### src/rtl/tmr_chan_pkg.sv
package tmr_chan_pkg;

    localparam int BYTE_W = 8;
    localparam int VAL_W  = 2 * BYTE_W;
    localparam int SYNC_STAGES = 2;

    typedef enum logic [1:0] {
        A_CTRL = 2'd0,
        A_VHI  = 2'd1,
        A_VLO  = 2'd2,
        A_NONE = 2'd3
    } reg_addr_e;

    localparam logic [1:0] SEL_OFF  = 2'b00;
    localparam logic [1:0] SEL_TOG  = 2'b01;
    localparam logic [1:0] SEL_CLR  = 2'b10;
    localparam logic [1:0] SEL_SET  = 2'b11;

    typedef struct packed {
        logic [1:0] mode;
        logic [1:0] sel;
        logic       tov;
        logic       maxd;
    } ctrl_t;

    typedef struct packed {
        ctrl_t             ctrl;
        logic              flag;
        logic              arm;
        logic              cap_lock;
        logic              cmp_lock;
        logic              force_on;
        logic              pin;
        logic [VAL_W-1:0]  val;
        logic [VAL_W-1:0]  act;
    } chan_t;

endpackage

### src/rtl/tmr_edge_det.sv
module tmr_edge_det #(
    parameter int STAGES = 2
) (
    input  logic       clk,
    input  logic       rst_n,
    input  logic       pin_i,
    input  logic [1:0] edge_sel,
    output logic       edge_hit
);

    logic [STAGES-1:0] sync_q;
    logic [STAGES-1:0] sync_d;
    logic              prev_q;

    assign sync_d[0] = pin_i;
    generate
        for (genvar i = 1; i < STAGES; i++) begin : g_chain
            assign sync_d[i] = sync_q[i-1];
        end
    endgenerate

    always_ff @(posedge clk or negedge rst_n) begin
        if (!rst_n) begin
            sync_q <= '0;
            prev_q <= 1'b0;
        end else begin
            sync_q <= sync_d;
            prev_q <= sync_q[STAGES-1];
        end
    end

    logic rise_w, fall_w;
    assign rise_w   = sync_q[STAGES-1] & ~prev_q;
    assign fall_w   = ~sync_q[STAGES-1] & prev_q;
    assign edge_hit = (edge_sel[0] & rise_w) | (edge_sel[1] & fall_w);

endmodule

### src/rtl/tmr_cmp_unit.sv
module tmr_cmp_unit #(
    parameter int W = 16
) (
    input  logic [W-1:0] cnt,
    input  logic [W-1:0] direct_val,
    input  logic [W-1:0] shadow_val,
    input  logic         use_shadow,
    input  logic         enable,
    output logic         match
);

    logic [W-1:0] ref_w;
    assign ref_w = use_shadow ? shadow_val : direct_val;
    assign match = enable && (cnt == ref_w);

endmodule

### src/rtl/tmr_pin_ctl.sv
module tmr_pin_ctl
    import tmr_chan_pkg::*;
(
    input  logic       cmp_mode,
    input  logic [1:0] sel,
    input  logic       tov,
    input  logic       maxd,
    input  logic       ovf,
    input  logic       match,
    input  logic       force_q,
    input  logic       pin_q,
    output logic       pin_d
);

    logic active_lvl;
    logic ovf_act;

    assign active_lvl = (sel != SEL_SET);
    assign ovf_act    = ovf && tov;

    always_comb begin
        pin_d = pin_q;
        if (cmp_mode && sel != SEL_OFF) begin
            if (ovf_act) begin
                if (maxd || sel != SEL_TOG) pin_d = active_lvl;
                else                        pin_d = ~pin_q;
            end else if (force_q) begin
                pin_d = active_lvl;
            end else if (match) begin
                unique case (sel)
                    SEL_TOG: pin_d = ~pin_q;
                    SEL_CLR: pin_d = 1'b0;
                    SEL_SET: pin_d = 1'b1;
                    default: pin_d = pin_q;
                endcase
            end
        end
    end

endmodule

### src/rtl/tmr_chan.sv
module tmr_chan
    import tmr_chan_pkg::*;
(
    input  logic              clk,
    input  logic              rst_n,
    input  logic [VAL_W-1:0]  cnt_i,
    input  logic              ovf_i,
    input  logic              pin_i,
    input  logic [1:0]        addr,
    input  logic              wr_en,
    input  logic              rd_en,
    input  logic [BYTE_W-1:0] wdata,
    output logic [BYTE_W-1:0] rdata,
    output logic              flag_o,
    output logic              pin_o,
    output logic              pin_oe
);

    chan_t state_q, state_d;

    logic cap_mode, cmp_mode, buffered;
    logic edge_hit, match, cap_evt, pin_next;
    logic wr_ctrl, wr_hi, wr_lo, rd_ctrl, rd_hi, rd_lo;

    logic [1:0]       mode_w, sel_w;
    logic             cap_lock_w, cmp_lock_w;
    logic [VAL_W-1:0] val_w;

    assign mode_w     = state_q.ctrl.mode;
    assign sel_w      = state_q.ctrl.sel;
    assign cap_lock_w = state_q.cap_lock;
    assign cmp_lock_w = state_q.cmp_lock;
    assign val_w      = state_q.val;

    assign cap_mode = (state_q.ctrl.mode == 2'b00);
    assign cmp_mode = !cap_mode;
    assign buffered = state_q.ctrl.mode[1];

    assign wr_ctrl = wr_en && (addr == A_CTRL);
    assign wr_hi   = wr_en && (addr == A_VHI);
    assign wr_lo   = wr_en && (addr == A_VLO);
    assign rd_ctrl = rd_en && (addr == A_CTRL);
    assign rd_hi   = rd_en && (addr == A_VHI);
    assign rd_lo   = rd_en && (addr == A_VLO);

    tmr_edge_det #(.STAGES(SYNC_STAGES)) u_edge (
        .clk      (clk),
        .rst_n    (rst_n),
        .pin_i    (pin_i),
        .edge_sel (cap_mode ? state_q.ctrl.sel : SEL_OFF),
        .edge_hit (edge_hit)
    );

    tmr_cmp_unit #(.W(VAL_W)) u_cmp (
        .cnt        (cnt_i),
        .direct_val (state_q.val),
        .shadow_val (state_q.act),
        .use_shadow (buffered),
        .enable     (cmp_mode && !state_q.cmp_lock),
        .match      (match)
    );

    tmr_pin_ctl u_pin (
        .cmp_mode (cmp_mode),
        .sel      (state_q.ctrl.sel),
        .tov      (state_q.ctrl.tov),
        .maxd     (state_q.ctrl.maxd),
        .ovf      (ovf_i),
        .match    (match),
        .force_q  (state_q.force_on),
        .pin_q    (state_q.pin),
        .pin_d    (pin_next)
    );

    assign cap_evt = edge_hit && !state_q.cap_lock;

    always_comb begin
        state_d = state_q;

        if (wr_ctrl) begin
            state_d.ctrl.mode = wdata[5:4];
            state_d.ctrl.sel  = wdata[3:2];
            state_d.ctrl.tov  = wdata[1];
            state_d.ctrl.maxd = wdata[0];
        end

        // value bytes; a capture overrides a same-cycle write
        if (wr_hi) state_d.val[VAL_W-1:BYTE_W] = wdata;
        if (wr_lo) state_d.val[BYTE_W-1:0]     = wdata;
        if (cap_evt) state_d.val = cnt_i;

        // byte interlocks
        if (rd_hi && cap_mode) state_d.cap_lock = 1'b1;
        if (rd_lo)             state_d.cap_lock = 1'b0;
        if (wr_hi && cmp_mode) state_d.cmp_lock = 1'b1;
        if (wr_lo)             state_d.cmp_lock = 1'b0;

        // buffered compare value moves over on overflow
        if (ovf_i && buffered && !state_q.cmp_lock) state_d.act = state_q.val;

        // force window changes only on overflow
        if (ovf_i)
            state_d.force_on = cmp_mode && state_q.ctrl.tov && state_q.ctrl.maxd;
        else
            state_d.force_on = state_q.force_on && cmp_mode;

        // flag clear sequence: read while set, then write 0
        if (wr_ctrl)                    state_d.arm = 1'b0;
        else if (rd_ctrl && state_q.flag) state_d.arm = 1'b1;
        if (wr_ctrl && state_q.arm && !wdata[7]) state_d.flag = 1'b0;
        if (cap_evt || match)           state_d.flag = 1'b1;

        state_d.pin = pin_next;
    end

    always_ff @(posedge clk or negedge rst_n) begin
        if (!rst_n) begin
            state_q.ctrl     <= '0;
            state_q.flag     <= 1'b0;
            state_q.arm      <= 1'b0;
            state_q.cap_lock <= 1'b0;
            state_q.cmp_lock <= 1'b0;
            state_q.force_on <= 1'b0;
            state_q.pin      <= 1'b0;
            state_q.act      <= '0;
        end else begin
            state_q <= state_d;
        end
    end

    always_comb begin
        unique case (addr)
            A_CTRL:  rdata = {state_q.flag, 1'b0, state_q.ctrl.mode, state_q.ctrl.sel,
                              state_q.ctrl.tov, state_q.ctrl.maxd};
            A_VHI:   rdata = state_q.val[VAL_W-1:BYTE_W];
            A_VLO:   rdata = state_q.val[BYTE_W-1:0];
            default: rdata = '0;
        endcase
    end

    assign flag_o = state_q.flag;
    assign pin_o  = state_q.pin;
    assign pin_oe = cmp_mode && (state_q.ctrl.sel != SEL_OFF);

endmodule

### config.mk
export PLATFORM = sky130hd
export DESIGN_NAME = tmr_chan
export DESIGN_NICKNAME = d
export VERILOG_FILES = /design/src/rtl/tmr_chan_pkg.sv /design/src/rtl/tmr_edge_det.sv /design/src/rtl/tmr_cmp_unit.sv /design/src/rtl/tmr_pin_ctl.sv /design/src/rtl/tmr_chan.sv
export SDC_FILE = /design/constraint.sdc
export NUM_CORES = 1
export LEC_CHECK = 0
export BUFFER_PORTS_ARGS = -buffer_cell sky130_fd_sc_hd__buf_2
export CAP_MARGIN = 25
export CORE_MARGIN = 2
export CORE_UTILIZATION = 56
export CTS_CLUSTER_DIAMETER = 50
export DETAILED_ROUTE_END_ITERATION = 10
export GPL_ROUTABILITY_DRIVEN = 0
export PLACE_DENSITY_LB_ADDON = 0.2
export RECOVER_POWER = 25
export SLEW_MARGIN = 20
export SYNTH_ARGS = -nofsm -noshare
export SYNTH_HDL_FRONTEND = slang
export SYNTH_HIERARCHICAL = 1
export SYNTH_SLANG_ARGS = --single-unit
export TNS_END_PERCENT = 20
### constraint.sdc
create_clock -name clk -period 3.3 [get_ports clk]
set_clock_uncertainty 0.1 [all_clocks]
set_input_delay 0.33 -clock clk [delete_from_list [all_inputs] [get_ports clk]]
set_output_delay 0.33 -clock clk [all_outputs]
set_load 0.02 [all_outputs]
==> summary.md, run 1 <==
| Metric | Value |
|---|---|
| Status | `complete, no violations` |
| Power density over the cells | `approximately 590 nW/um2` |
| IO Count | `between 40 and 50` |
| DP HPWL | `4.15 mm` |
| Global-route usage over all layers | `between 20% and 30%` |
| Synth area leaders | `dfrtp_1, edfxtp_1, mux2_2` |
| Core Area | `~4300 um2` |
| Design area | `between 2000 and 3000 um2` |
| Synth cell types | `34` |
| DRC | `0` |
| Post-Syn Instances | `228` |
| DIE WIDTH | `71.0 um` |
| Worst Setup End Kind | `register` |
| CTS max path bufs | `2` |
| Vias in the first global route | `approximately 1.9k` |
| Largest net degree at the start of global routing | `27` |
| Share of cells above drive strength 1 | `29.2%` |
| Initial Utilization | `58.1%` |
| WL/cell | `approximately 18 um` |
| # diodes | `0` |
| Ys async rst share | `about two thirds` |
| Number of flops mapped to enable cells by yosys | `16` |
| First DRT Iteration DRCs | `between 100 and 150` |
| Critical path startpoint category | `register` |
| Unrepaired setup endpoints after global routing | `false` |
| Largest stage delay, worst path | `slightly below 0.6 ns` |
| Clk Latency, worst-skew pair | `approximately 0.30 ns` |
| Crit path depth | `8` |
| IO Port Bufs | `42` |
| Crit Path Max Fanout | `11` |
| Number of warning messages in the yosys log | `6` |
| Sinks on the clock net | `47` |
| CP max stage cell | `dfrtp_1` |
| Gates resized, CTS repair | `0` |
| Clk root buf | `clkbuf_8` |
| Share of the synthesized area in the top cell type | `slightly above 30%` |
| Vias post-DR | `1838` |
| Postcts setup bufs | `0` |
| 1st-pass router iterations | `4` |
| Top cell by count, worst path | `and2_1` |
| Final Max Tran Viols | `0` |
| Area delta synth->final | `13.7%` |
| Most frequent cell after synthesis | `nand2_1` |
| Hold Path Cell Cnt | `1` |
| First-pass GRT wire length | `9.38 mm` |
| Sequential area share after synthesis | `50.0%` |
| Cell area after synthesis | `2510 um2` |
| Required time of the critical path | `approximately 3.1 ns` |
| Worst VDD drop | `0.314 mV` |
| Commonest cells post-synth | `nand2_1, dfrtp_1, mux2i_1, mux2_2, edfxtp_1` |
| #FFs+latches synth | `47` |
| Predominant post-synthesis flop cell | `dfrtp_1` |
| Global route overflow | `0` |
| Die area | `just over 5000 um2` |
| Routed WL | `5.77 mm` |
| Avg Cell Area, Syn | `11.0 um2` |
| CP top delay family | `simple AND/OR/NAND/NOR gates` |
| Pre-CTS setup slack | `~0.33 ns` |
| Hold WS | `roughly 0.036 ns` |
| Final Util | `between 60% and 70%` |
| Pleak | `~1.3 nW` |
| Worst-Margin Slew | `roughly 1.5 ns` |
| Placed Area | `2770 um2` |
| Initial antenna violation count | `0` |
| Vias per cell | `about 5.6` |
| Relative slew slack | `2.23%` |
| Fmax achieved | `333 MHz` |
| CTS Buf Count | `5` |
| Synth Net Count | `260` |
| Std cell rows | `24` |
| Final TNS setup | `0 ns` |
| Period utilization | `around nine tenths` |
| Clk pin slew, worst setup/hold paths | `0.09 ns` |
| R2R depth | `8` |
| Fin crit period | `between 3 and 4 ns` |
| Max-cap violations | `0` |
| Htree depth | `2` |
| Synth area leader | `dfrtp_1` |
| Crit-path cells | `buf_4 -> nor2_1 -> and2_1 -> nand2_1 -> o21ai_2 -> nand2b_1 -> o21ai_0 -> and2_1` |
| Final ANT Viol Nets | `0` |
| Critical Path AT | `~2.9 ns` |
| Bufs and invs on worst path | `1` |
| CTS tree | `built` |
| Nets | `305` |
| Setup Viol. Count Final | `0` |
| Hold Vio Cnt, Final | `0` |
| Worst Setup Path Type | `register to register` |
| Min-delay worst type | `input port to register` |
| Final Worst Setup Slack | `between 0.2 and 0.3 ns` |
| Height of the die | `around 71 um` |
worst paths after layout:
kind / start / to / slack, ns
min in group asynchronous: rst_n / state_q[3] / 0.38
max in group asynchronous: rst_n / state_q[12] / 1.02
worst min-delay path: pin_i / u_edge/sync_q[0] / 0.04
worst max-delay path: mode_w[1] / val_w[4] / 0.30
worst min register to register: u_edge/sync_q[0] / u_edge/sync_q[1] / 0.25
worst max register to register: mode_w[1] / val_w[4] / 0.30
through the flow:
step,cells,power [mW]
6_report,326,1.68
5_1_grt,326,1.77
4_1_cts,326,1.69
3_5_place_dp,317,1.35
3_3_place_gp,317,1.33
2_1_floorplan,228,1.20
power breakdown:
group	internal [mW]	switching (mW)	leakage, nW
Clock	0.145	0.192	0.0477
Combinational	0.247	0.241	0.726
Sequential	0.741	0.115	0.513
Total	1.13	0.548	1.29
layer usage:
| layer | share of wire, % | vias up | global-route usage, % | wire length (um) |
|---|---|---|---|---|
| met2 | 49 | 63 | 40.6 | 2830 |
| li1 | - | 882 | - | - |
| met5 | 0 | - | 0 | 0 |
| met4 | 1.0 | 0 | 7.13 | 59 |
| met1 | 45 | 887 | 33.1 | 2580 |
| met3 | 5.2 | 6 | 4.84 | 302 |
kinds of logic after synthesis:
family / Yosys count / synth area share [%]
compound gates: 26 / 6.73
xor+xnor: 16 / 5.58
buf+inv: 12 / 2.44
flops: 47 / 50.0
mux: 45 / 19.0
simple gates: 82 / 16.2
sequential cells by signal, summed over array words and instances (netlist names), 2 cells and up:
| register | count |
|---|---|
| mode_w | 2 |
| sel_w | 2 |
| state_q | 20 |
| u_edge/sync_q | 2 |
| val_w | 16 |
layout by cell type (no fill, tap or decap), types with 2 or more instances in the layout:
cell	instances
nand2b_1	2
a21oi_1	4
edfxtp_1	16
nand2_1	54
a211o_1	2
nand4_1	2
buf_2	40
xnor2_1	4
clkbuf_8	5
dfrtp_1	31
o21ai_0	12
inv_1	3
clkinv_2	3
mux2_2	22
and2_1	3
nand3_1	3
nor2_1	5
buf_4	3
xor2_1	12
nor4_2	2
a31oi_1	2
nand3b_1	2
nor2b_1	5
clkbuf_1	3
mux2i_1	23
area by class of cell:
type                    count  area (um2)
fillers                   358        1470
inverters                   3        11.3
flip-flops and latches     47        1260
multi-input cells         169        1190
clock inverters             3        15.0
well taps                  52        65.1
repair buffers             47         244
clock buffers               5        68.8
repair_timing:
item / CTS / global route
endpoints found under the setup margin: 0 / 0
endpoints found under the hold margin: 5 / 0
hold buffers: 1 / 0
Note: power is estimated with default switching activity, not from simulation.
==> inputs of run 2 (changes only) <==
- GPL_TIMING_DRIVEN: default -> 0
==> summary.md, run 2 (synthesized netlist as in run 1, its figures left out) <==
| Metric | Value |
|---|---|
| CTS tree | `built` |
| Postcts setup bufs | `0 (unchanged)` |
| Area delta synth->final | `14.2%` |
| Placed instance count | `322 (+1.6%)` |
| Crit Path Max Fanout | `10 (-1)` |
| DP HPWL | `4.07 mm (-2.0%)` |
| Clk root buf | `clkbuf_8` |
| Die area | `5040 um2 (unchanged)` |
| Setup Viol. Count Final | `0 (unchanged)` |
| Vias in the first global route | `1934 (+4.3%)` |
| Worst VDD drop | `0.319 mV (+1.7%)` |
| Worst-Margin Slew | `1.83 ns (+0.365 ns)` |
| Vias per cell | `5.67 (+0.56%)` |
| Critical Path AT | `2.99 ns (+0.14 ns)` |
| Power density over the cells | `586 nW/um2 (-0.55%)` |
| Max-cap violations | `1 (+1)` |
| # fillers | `382 (+6.7%)` |
| Clk Latency, worst-skew pair | `0.30 ns (about the same)` |
| CP top delay family | `simple AND/OR/NAND/NOR gates` |
| Final TNS setup | `0 ns (unchanged)` |
| WL/cell | `17.5 um (-1.1%)` |
| Sw Share | `32.1% (-0.51 points)` |
| Fmax achieved | `344 MHz (+3.3%)` |
| Height of the die | `71.0 um (unchanged)` |
| Routed WL | `5.77 mm (about the same)` |
| DRC | `0 (unchanged)` |
| Status | `finished, violations left` |
| Largest net degree at the start of global routing | `34 (+26%)` |
| Bufs and invs on worst path | `2 (+1)` |
| Clk pin slew, worst setup/hold paths | `0.08 ns (about the same)` |
| Final Max Tran Viols | `34 (+34)` |
| Gates resized, CTS repair | `0 (unchanged)` |
| First DRT Iteration DRCs | `130 (+9.2%)` |
| Share of total power in the clock network | `20.1% (about the same)` |
| CP max stage cell | `dfrtp_1` |
| Std cell rows | `24 (unchanged)` |
| Critical path origin | `mode_w[1]` |
| # diodes | `0 (unchanged)` |
| Largest register FFs | `20 (unchanged)` |
| Total power | `1.68 mW (-0.11%)` |
| Sinks on the clock net | `47 (unchanged)` |
| 1st-pass router iterations | `4 (unchanged)` |
| Commonest non-fill, non-tap cell in the layout | `nand2_1` |
| CTS max path bufs | `2 (unchanged)` |
| Required time of the critical path | `3.38 ns (+0.24 ns)` |
| Nets | `309 (+1.3%)` |
| Worst r2r src | `mode_w[1]` |
| Global route overflow | `0 (unchanged)` |
| Initial antenna violation count | `0 (unchanged)` |
| Relative slew slack | `-22.1% (-24 points)` |
| First-pass GRT wire length | `9.47 mm (+1.0%)` |
| Initial Utilization | `58.1% (unchanged)` |
| Hold Vio Cnt, Final | `0 (unchanged)` |
| Violated checks | `capacitance limit, slew limit` |
| Sw power | `0.539 mW (-1.7%)` |
| Sequential power share | `50.2% (-0.7 points)` |
| Htree depth | `2 (unchanged)` |
| Top reg by flops | `state_q` |
| Critical path startpoint category | `register` |
| IO Port Bufs | `42 (unchanged)` |
| Final ANT Viol Nets | `0 (unchanged)` |
| Crit-path cells | `buf_6 -> buf_2 -> mux2i_1 -> xor2_1 -> nand4_1 -> nor4_2 -> nand2_1 -> a211o_1 -> o211ai_2 -> a22oi_2` |
| Period utilization | `88.1% (-2.9 points)` |
| Unrepaired setup endpoints after global routing | `false` |
| Pleak | `1.30 nW (+0.64%)` |
| Min-delay worst type | `input port to register` |
| Fin crit period | `2.91 ns (-0.0973 ns)` |
| Fin cells | `330 (+1.2%)` |
| Placed Area | `2790 um2 (+0.72%)` |
| Largest stage delay, worst path | `0.51 ns (-0.07 ns)` |
| Hold_buf cts | `0 (-1)` |
| Design area | `2870 um2 (+0.44%)` |
| Share of cells above drive strength 1 | `29.5% (+0.30 points)` |
| Worst Setup End Kind | `register` |
| Worst Setup Path Type | `register to register` |
| Gate power share | `29.8% (+0.8 points)` |
| Hold WS | `0.0377 ns (+0.00197 ns)` |
| Int Power | `1.14 mW (+0.64%)` |
| CTS Buf Count | `5 (unchanged)` |
| Most frequent cells in the layout | `nand2_1, buf_2, dfrtp_1` |
| Vias post-DR | `1871 (+1.8%)` |
| DIE WIDTH | `71.0 um (unchanged)` |
| IO Count | `43 (unchanged)` |
| Hold Path Origin | `pin_i` |
| Global-route usage over all layers | `25.1% (+0.56 points)` |
| Core Area | `4320 um2 (unchanged)` |
[run 2: power groups by stage]
stage	registers (mW)	clock network, mW	logic [mW]
finish	0.843	0.337	0.500
global route	0.865	0.361	0.549
CTS	0.843	0.345	0.501
detailed placement	0.855	0	0.497
global placement	0.844	0	0.489
floorplan	0.836	0	0.364
[run 2: path summary, 6_finish.rpt]
path,slack [ns],depth (start not counted),end
max,0.39,10,pin_o
min,0.04,1,u_edge/sync_q[0]
max reg2reg,0.39,10,pin_o
min reg2reg,0.25,0,u_edge/sync_q[1]
max in group asynchronous,1.63,1,state_q[12]
min in group asynchronous,0.41,1,state_q[1]
[run 2: worst register-to-register path, stage by stage, from the launching register on]
cell and delay (ns):
dfrtp_1 0.51, buf_6 0.20, buf_2 0.35, mux2i_1 0.27, xor2_1 0.20, nand4_1 0.18
nor4_2 0.44, nand2_1 0.11, a211o_1 0.31, o211ai_2 0.07, a22oi_2 0.07
[run 2: cell type report]
cell class	instances	area [um2]	share of cell area (%)
Timing Repair Buffer	42	209	7.29
Clock buffer	7	76.3	2.66
Tap cell	52	65.1	2.27
Inverter	3	11.3	0.393
Sequential cell	47	1260	43.8
Clock inverter	1	5.00	0.175
Buffer	9	50.0	1.75
Multi-Input combinational cell	169	1190	41.6
[run 2: stage by stage]
step | utilization, % | worst slack [ns]
5_1_grt | 66.3 | 0.221
2_1_floorplan | - | 0.868
3_3_place_gp | 64.4 | 0.416
4_1_cts | 66.3 | 0.401
6_report | 66.3 | 0.392
3_5_place_dp | 64.4 | 0.428
[run 2: routing by layer]
layer | vias to the layer above | part of all wire (%) | track usage [%]
met3 | 11 | 5.8 | 4.27
met4 | 0 | 1.8 | 9.85
met2 | 64 | 50 | 41.4
li1 | 890 | - | -
met1 | 906 | 43 | 33.3
met5 | - | 0 | 0
